File: src/rtl/txq_pkg.sv
package txq_pkg;
   localparam int CHAR_W = 10;

   typedef struct packed {
      logic              viol;
      logic              spc;
      logic              soc;
      logic [CHAR_W-1:0] chr;
   } txq_slot_t;

   localparam int SLOT_W = $bits(txq_slot_t);
endpackage

File: src/rtl/txq_store.sv
module txq_store
   import txq_pkg::*;
#(
   parameter int DEPTH = 256,
   localparam int AW = $clog2(DEPTH)
) (
   input  logic            clk,
   input  logic            we,
   input  logic [AW-1:0]   waddr,
   input  txq_slot_t       wdata,
   input  logic            re,
   input  logic [AW-1:0]   raddr,
   output txq_slot_t       rdata
);
   txq_slot_t mem [DEPTH];

   always_ff @(posedge clk) begin
      if (we) mem[waddr] <= wdata;
   end

   always_ff @(posedge clk) begin
      if (re) rdata <= mem[raddr];
   end
endmodule

File: src/rtl/txq_ptrs.sv
module txq_ptrs #(
   parameter int DEPTH = 256,
   localparam int AW = $clog2(DEPTH),
   localparam int OW = $clog2(DEPTH + 1)
) (
   input  logic          clk,
   input  logic          clr,
   input  logic          wr_act,
   input  logic          rd_req,
   output logic          we,
   output logic          re,
   output logic [AW-1:0] waddr,
   output logic [AW-1:0] raddr,
   output logic [OW-1:0] occ
);
   localparam logic [OW-1:0] OCC_MAX = OW'(DEPTH);
   localparam bit POW2 = (DEPTH == (1 << AW));

   logic [AW-1:0] wnext, rnext;

   assign we = wr_act && (occ != OCC_MAX);
   assign re = rd_req && (occ != '0);

   generate
      if (POW2) begin : g_wrap_free
         assign wnext = waddr + 1'b1;
         assign rnext = raddr + 1'b1;
      end else begin : g_wrap_cmp
         localparam logic [AW-1:0] LAST = AW'(DEPTH - 1);
         assign wnext = (waddr == LAST) ? '0 : waddr + 1'b1;
         assign rnext = (raddr == LAST) ? '0 : raddr + 1'b1;
      end
   endgenerate

   always_ff @(posedge clk) begin
      if (clr) begin
         waddr <= '0;
         raddr <= '0;
         occ   <= '0;
      end else begin
         if (we) waddr <= wnext;
         if (re) raddr <= rnext;
         case ({we, re})
            2'b10:   occ <= occ + 1'b1;
            2'b01:   occ <= occ - 1'b1;
            default: occ <= occ;
         endcase
      end
   end
endmodule

File: src/rtl/txq_flags.sv
module txq_flags #(
   parameter int DEPTH = 256,
   parameter int FULL_MARGIN = 8,
   localparam int OW = $clog2(DEPTH + 1)
) (
   input  logic          cascade_mode,
   input  logic [OW-1:0] occ,
   output logic          empty_flag,
   output logic          half_n,
   output logic          full_flag
);
   localparam logic [OW-1:0] HALF_LVL = OW'(DEPTH / 2);
   localparam logic [OW-1:0] FULL_LVL = OW'(DEPTH - FULL_MARGIN);

   logic is_empty, is_full;

   assign is_empty = (occ == '0);
   assign is_full  = (occ >= FULL_LVL);
   assign half_n   = !(occ >= HALF_LVL);

   // cascade style: active high; cell-bus style: active low
   assign empty_flag = cascade_mode ? is_empty : !is_empty;
   assign full_flag  = cascade_mode ? is_full  : !is_full;
endmodule

File: src/rtl/tx_char_fifo.sv
module tx_char_fifo
   import txq_pkg::*;
#(
   parameter int DEPTH = 256,
   parameter int FULL_MARGIN = 8,
   localparam int AW = $clog2(DEPTH),
   localparam int OW = $clog2(DEPTH + 1)
) (
   input  logic              clk,
   input  logic              clr,
   input  logic              cascade_mode,
   input  logic              wr_en,
   input  logic [CHAR_W-1:0] wr_char,
   input  logic              wr_soc,
   input  logic              wr_spc,
   input  logic              wr_viol,
   input  logic              rd_req,
   output logic [CHAR_W-1:0] rd_char,
   output logic              rd_soc,
   output logic              rd_spc,
   output logic              rd_viol,
   output logic              rd_valid,
   output logic              empty_flag,
   output logic              half_n,
   output logic              full_flag
);
   generate
      if (DEPTH < 4) begin : g_bad_depth
         $error("tx_char_fifo: DEPTH must be at least 4");
      end
      if (FULL_MARGIN < 1 || 2 * FULL_MARGIN > DEPTH) begin : g_bad_margin
         $error("tx_char_fifo: FULL_MARGIN must lie in 1..DEPTH/2");
      end
   endgenerate

   logic          wr_act, we, re;
   logic [AW-1:0] waddr, raddr;
   logic [OW-1:0] occ;
   txq_slot_t     wslot, rslot;

   assign wr_act = cascade_mode ? wr_en : !wr_en;
   assign wslot  = '{viol: wr_viol, spc: wr_spc, soc: wr_soc, chr: wr_char};

   txq_ptrs #(.DEPTH(DEPTH)) u_ptrs (
      .clk    (clk),
      .clr    (clr),
      .wr_act (wr_act),
      .rd_req (rd_req),
      .we     (we),
      .re     (re),
      .waddr  (waddr),
      .raddr  (raddr),
      .occ    (occ)
   );

   txq_store #(.DEPTH(DEPTH)) u_store (
      .clk   (clk),
      .we    (we),
      .waddr (waddr),
      .wdata (wslot),
      .re    (re),
      .raddr (raddr),
      .rdata (rslot)
   );

   txq_flags #(.DEPTH(DEPTH), .FULL_MARGIN(FULL_MARGIN)) u_flags (
      .cascade_mode (cascade_mode),
      .occ          (occ),
      .empty_flag   (empty_flag),
      .half_n       (half_n),
      .full_flag    (full_flag)
   );

   always_ff @(posedge clk) begin
      if (clr) rd_valid <= 1'b0;
      else     rd_valid <= re;
   end

   assign rd_char = rslot.chr;
   assign rd_soc  = rslot.soc;
   assign rd_spc  = rslot.spc;
   assign rd_viol = rslot.viol;
endmodule

File: config.mk
export PLATFORM = sky130hd
export DESIGN_NAME = tx_char_fifo
export DESIGN_NICKNAME = d
export VERILOG_FILES = /design/src/rtl/txq_pkg.sv /design/src/rtl/txq_store.sv /design/src/rtl/txq_ptrs.sv /design/src/rtl/txq_flags.sv /design/src/rtl/tx_char_fifo.sv
export SDC_FILE = /design/constraint.sdc
export NUM_CORES = 2
export LEC_CHECK = 0
export BUFFER_PORTS_ARGS = -buffer_cell sky130_fd_sc_hd__buf_2
export CORE_MARGIN = 3
export CORE_UTILIZATION = 45
export DETAILED_ROUTE_END_ITERATION = 10
export HOLD_SLACK_MARGIN = 0.02
export PLACE_DENSITY = 0.58
export RECOVER_POWER = 25
export SLEW_MARGIN = 10
export SYNTH_ARGS = -nofsm -noshare
export SYNTH_HDL_FRONTEND = slang
export SYNTH_HIERARCHICAL = 1
export SYNTH_SLANG_ARGS = --single-unit
File: constraint.sdc
create_clock -name clk -period 6.35 [get_ports clk]
set_input_delay 0.3175 -clock clk [delete_from_list [all_inputs] [get_ports clk]]
set_output_delay 0.3175 -clock clk [all_outputs]
set_load 0.05 [all_outputs]
Word level (Yosys, flattened, before mapping)
Memory sizes are Yosys's and may differ from the RTL's. A register that Yosys moved wholly into a read port is not among the register bits.
Cells that the tools add are included.
{"block": "op_classes", "addsub": 4, "n_lt_le_gt_ge": 2, "eq_ne": 3, "n_mux": 6, "reduce_logical": 9}
{"op": "9-bit by 8-bit >= comparator with 1-bit output (second input constant)", "count": 2}
{"op": "9-bit case mux with 2 select lines", "count": 1}
{"op": "8-bit by 1-bit adder with 8-bit output (second input constant)", "count": 2}
{"op": "9-bit by 1-bit adder with 9-bit output (second input constant)", "count": 1}
{"op": "9-bit logical NOT", "count": 1}
{"op": "9-bit inequality test (second input constant)", "count": 1}
{"op": "9-bit nonzero test", "count": 1}
{"op": "9-bit by 1-bit subtractor with 9-bit output (second input constant)", "count": 1}
{"op": "1-bit two-way mux", "count": 5}
{"op": "1-bit logical NOT", "count": 4}
{"op": "2-bit by 1-bit equality test with 1-bit output (second input constant)", "count": 1}
{"op": "2-bit equality test (second input constant)", "count": 1}
{"op": "1-bit logical AND", "count": 2}
{"op": "2-bit nonzero test", "count": 1}
{"block": "word_totals", "ff_bits": 26, "ramBits": 3328, "inputBits": 18, "word_cells": 29, "n_memories": 1}
{"memory": "u_store.mem", "words": 256, "width": 13, "rd": 1, "rd_ports_with_merged_regs": 1, "wr": 1, "line": "txq_store.sv:15", "rtl": "txq_slot_t mem [DEPTH];"}

Logic depth before layout (Yosys ltp)
{"block": "depth", "ltp_word": 5, "mapped_depth": 12, "depth_no_buf": 10}

Modules after synthesis
Netlist, hierarchy kept.
{"mod": "txq_store", "instances": 1, "cells_per_inst": 5729, "area_per_inst_um2": 128514.5, "seq_area_each_um2": 100326.2}
{"mod": "txq_ptrs", "instances": 1, "cells_per_inst": 151, "area_per_inst_um2": 1368.8, "seq_area_each_um2": 500.5}
{"mod": "txq_flags", "instances": 1, "cells_per_inst": 8, "area_per_inst_um2": 50.0, "seq_area_each_um2": 0.0}
{"mod": "tx_char_fifo", "instances": 1, "cells_per_inst": 3, "area_per_inst_um2": 35.0, "seq_area_each_um2": 20.0}

Worst setup path before layout
Ideal clock, no wire load.
{"block": "synth_path", "path_type": "reg-to-reg", "from": "reg u_ptrs.occ[4]", "to": "reg u_ptrs.occ[8]", "setup_ns": 0.121, "arrival_ns": 3.209, "path_slack_ns": 3.020, "stages_incl_launch_ff": 11, "path_buffers": 0, "path_cell_list": "dfxtp_1 or4_4 o31ai_4 inv_2 ha_1 ha_1 a21o_1 a31o_2 o21ai_0 or3b_1 mux2_2"}
{"block": "synth_via", "elab_chain_len": 4, "elab_cells_between_ends": 10, "classes_between": "2 x add/sub; 3 x eq/ne; 1 x mux; 4 x reduce/logical"}
{"element": "start, declared", "line": "txq_ptrs.sv:14", "rtl": "output logic [OW-1:0] occ"}
{"element": "start signal, assigned", "line": "txq_ptrs.sv:44", "rtl": "2'b10: occ <= occ + 1'b1;"}
{"element": "start signal, assigned", "line": "txq_ptrs.sv:45", "rtl": "2'b01: occ <= occ - 1'b1;"}
{"element": "9-bit nonzero test *", "line": "txq_ptrs.sv:22", "rtl": "assign re = rd_req && (occ != '0);"}
{"element": "1-bit logical AND *", "line": "txq_ptrs.sv:22"}
{"element": "net re", "line": "tx_char_fifo.sv:36", "rtl": "logic wr_act, we, re;"}
{"element": "2-bit by 1-bit equality test with 1-bit output or 2-bit equality test (tied branches)", "line": "txq_ptrs.sv:43", "rtl": "case ({we, re})"}
{"element": "9-bit case mux with 2 select lines or 2-bit nonzero test (tied branches)"}
The timed path passes the listed nets; every way through them passes the cells marked *.
A chain may end at the register's enable or synchronous reset.

Worst setup path after layout
{"block": "layout_path", "from": "in wr_char[4]", "to": "mem u_store/mem[135][4] in the netlist's numbering (data pin)"}
{"element": "start, declared", "line": "tx_char_fifo.sv:13", "rtl": "input logic [CHAR_W-1:0] wr_char,"}
{"element": "end, declared", "line": "txq_store.sv:15"}
No word-level cell before the write port.

==> impl_metrics.tcl <==
set metrics [dict create \
    final_common_cell "edfxtp_1" \
    synth_area_leaders "edfxtp_1, mux4_2, mux2i_1" \
    start_util_pct 45.4 \
    r2r_setup_slack_ns 1.48 \
    reg2reg_depth 7 \
    yosysWarnings 6 \
    setup_viol 0 \
    crit_path_end_kind "flop" \
    postSynthAreaPerCell_sq_um 22.1 \
    yosysTopAreaCell "edfxtp_1" \
    finalClockSkew_ns 0.0630 \
    relSlewSlack_pct -277 \
    first_iter_violations 8092 \
    syn-instance-count 5891 \
    whs_ns 0.243 \
    drc 0 \
    synth_compound_area_share_pct 2.81 \
    avgViaCountPerCell 6.20 \
    final_cell_mix "edfxtp_1, mux4_2, clkbuf_16" \
    pwr-share-comb_pct 14.6 \
    synth_mux_area_share_pct 15.7 \
    critPathKind "in -> reg" \
    vias 64200 \
    cts_sinks 3367 \
    grt_pass1_vias 63400 \
    internal_power_mw 39.6 \
    cp.required_ns 6.89 \
    slew_violations 1230 \
    clockBufferDepth 4 \
    antenna_found_initial 18 \
    rsz0062_at_grt "false" \
    hp-start "wr_en" \
    startpoint "wr_char[4]" \
    violations "max-capacitance violations, max-slew violations" \
    cts.repair.resized 0 \
    yosysSeqAreaShare_pct 77.6 \
    synth-xor-area-share_pct 0.142 \
    drv_cap 14 \
    clk_pin_slew_worst_paths_ns 0.07 \
    ir_drop_uv 204 \
    grt_max_degree 201 \
    die_y_microns 543 \
    drt_pass1_iterations 6 \
    switching_power_mw 13.2 \
    num_io_pins 35 \
    fp.dieW_microns 543 \
    grt_overflow 0 \
    p_leak_nw 44.8 \
    startpoint_type "input pin" \
    reg2reg_to "u_store/rdata[9]" \
    clock-root-buffer "clkbuf_16" \
    synth_simple_gate_area_share_pct 2.08 \
    row_count 196 \
    min_period_ns 5.28 \
    dieArea_sq_mm 0.295 \
    wl_microns 348000 \
    drtAntennaViolNets 0 \
    area_growth_syn_to_layout_pct 13.7 \
    synth_edf_count 3341 \
    hpwl_microns 204000 \
    p_sw_share_pct 25.1 \
    holdPathStages 6 \
    synth_cell_type_count 70 \
    cts_inserted_buffers 351 \
    yosys.area_share.adder_pct 0.112 \
    netlist_area_sq_mm 0.130 \
    synth_top_family_by_area "multiplexers" \
    hp-class "in -> reg" \
    grt_usage_pct 23.5 \
    synthFlopType "edfxtp_1" \
    io_buffers 34 \
    finalHoldViolations 0 \
    fin_crit_sh_pct 83.2 \
    worstPathMaxFanout 95 \
    r2r_start "u_ptrs/raddr[0]" \
    seq_power_share_pct 47.1 \
    drive_above_1_share_pct 27.1 \
    clkLatencyLatePin_ns 0.95 \
    wire_per_inst_microns 33.5 \
    status "finished, violations left" \
    grt_pass1_wl_microns 494000 \
    synth-async-reset-ratio_pct 0 \
    cts.htree.levels 5 \
    synth_nets 5920 \
    gp_congestion 0.824 \
    worst_ep_arrival_time_ns 5.82 \
    worst_pin_slew_ns 5.66 \
    synth_top_area_share_pct 77.2 \
    fin_setup_tns_ns 0 \
    post_cts_buffers 0 \
    fp.coreArea_sq_mm 0.286 \
    clockPowerShare_pct 38.3 \
    layout.nets 6321 \
    cts_tree "built" \
    fmax_ghz 0.189 \
    p_per_area_mw_per_mm2 358 \
    ys_seq_elements 3367 \
    hold-path-endpoint "u_ptrs/waddr[0]" \
]
[kinds of logic after synthesis]
group           count (synthesis)
compound gates                498
xor+xnor                       21
fa+ha+maj                      11
buf+inv                       352
flops                        3367
mux                          1044
simple gates                  598
[cell usage after synthesis (all sizes together) (26+ instances only)]
cell type  count
mux4         794
edfxtp      3341
o221ai        70
nand2        103
clkbuf       151
o21ai         30
nor3          32
mux2i        246
o22ai         42
a21oi         90
a221oi        54
nor2b         41
nand3         32
nor2         304
a211oi        40
a22oi         67
dfxtp         26
a22o          39
buf          196
[power groups by stage]
stage	Sequential (mW)	Combinational [mW]	Clock, mW
6_report	24.9	7.72	20.3
5_1_grt	24.9	8.17	21.5
4_1_cts	24.9	7.85	20.6
3_5_place_dp	25.3	7.82	0
3_3_place_gp	25.3	7.78	0
2_1_floorplan	25.3	5.37	0
[cell type report]
type,count,area (sq um)
Antenna cell,12,30.0
Clock buffer,420,9100
Inverter,5,21.3
Clock inverter,228,2310
Multi-Input combinational cell,2172,27400
Fill cell,22100,138000
Tap cell,3762,4710
Sequential cell,3367,101000
Timing Repair Buffer,395,3330
[metrics by stage]
step / instance area (sq um) / setup slack (ns) / std cells / power [mW] / utilization [%]
2_1_floorplan: 130000 / 3.02 / 5891 / 30.6 / -
3_5_place_dp: 136000 / 1.51 / 9684 / 33.1 / 47.6
6_report: 148000 / 1.07 / 10400 / 52.9 / 51.6
4_1_cts: 148000 / 1.52 / 10300 / 53.3 / 51.7
5_1_grt: 148000 / 0.748 / 10400 / 54.6 / 51.6
3_3_place_gp: 136000 / 1.37 / 9682 / 33.1 / 47.6
[state kept, by name, summed over array words and instances, names as in the netlist]
name / flops
rd_valid: 1
u_ptrs/occ: 9
u_ptrs/raddr: 8
u_ptrs/waddr: 8
u_store/mem: 3328
u_store/rdata: 13
[worst max-delay path, stage by stage]
cell	delay, ns
dlygate4sd3_1	0.53
clkbuf_1	3.42
buf_4	1.16
[repair_timing]
| item | 4_1_cts | 5_1_grt |
|---|---|---|
| hold buffers | 16 | 0 |
| setup endpoints to repair | 0 | 0 |
| endpoints found under the hold margin | 812 | 0 |
[routing by layer]
metal	track usage (%)	routed length, microns	up-vias
li1	-	-	25800
met1	34.6	145000	35100
met2	37.0	166000	2853
met3	3.76	27500	450
met4	5.65	8690	6
met5	0	34	-
[worst max path at each step]
stage / to / slack [ns]
after floorplan: u_ptrs/occ[8] / 3.02
after global placement: u_store/rdata[4] / 1.37
after detailed placement: u_store/rdata[9] / 1.51
after CTS: u_store/rdata[9] / 1.52
after global routing: u_store/mem[75][2] / 0.75
final: u_store/mem[135][4] / 1.07
No activity file was read; power rests on OpenSTA's default activity.
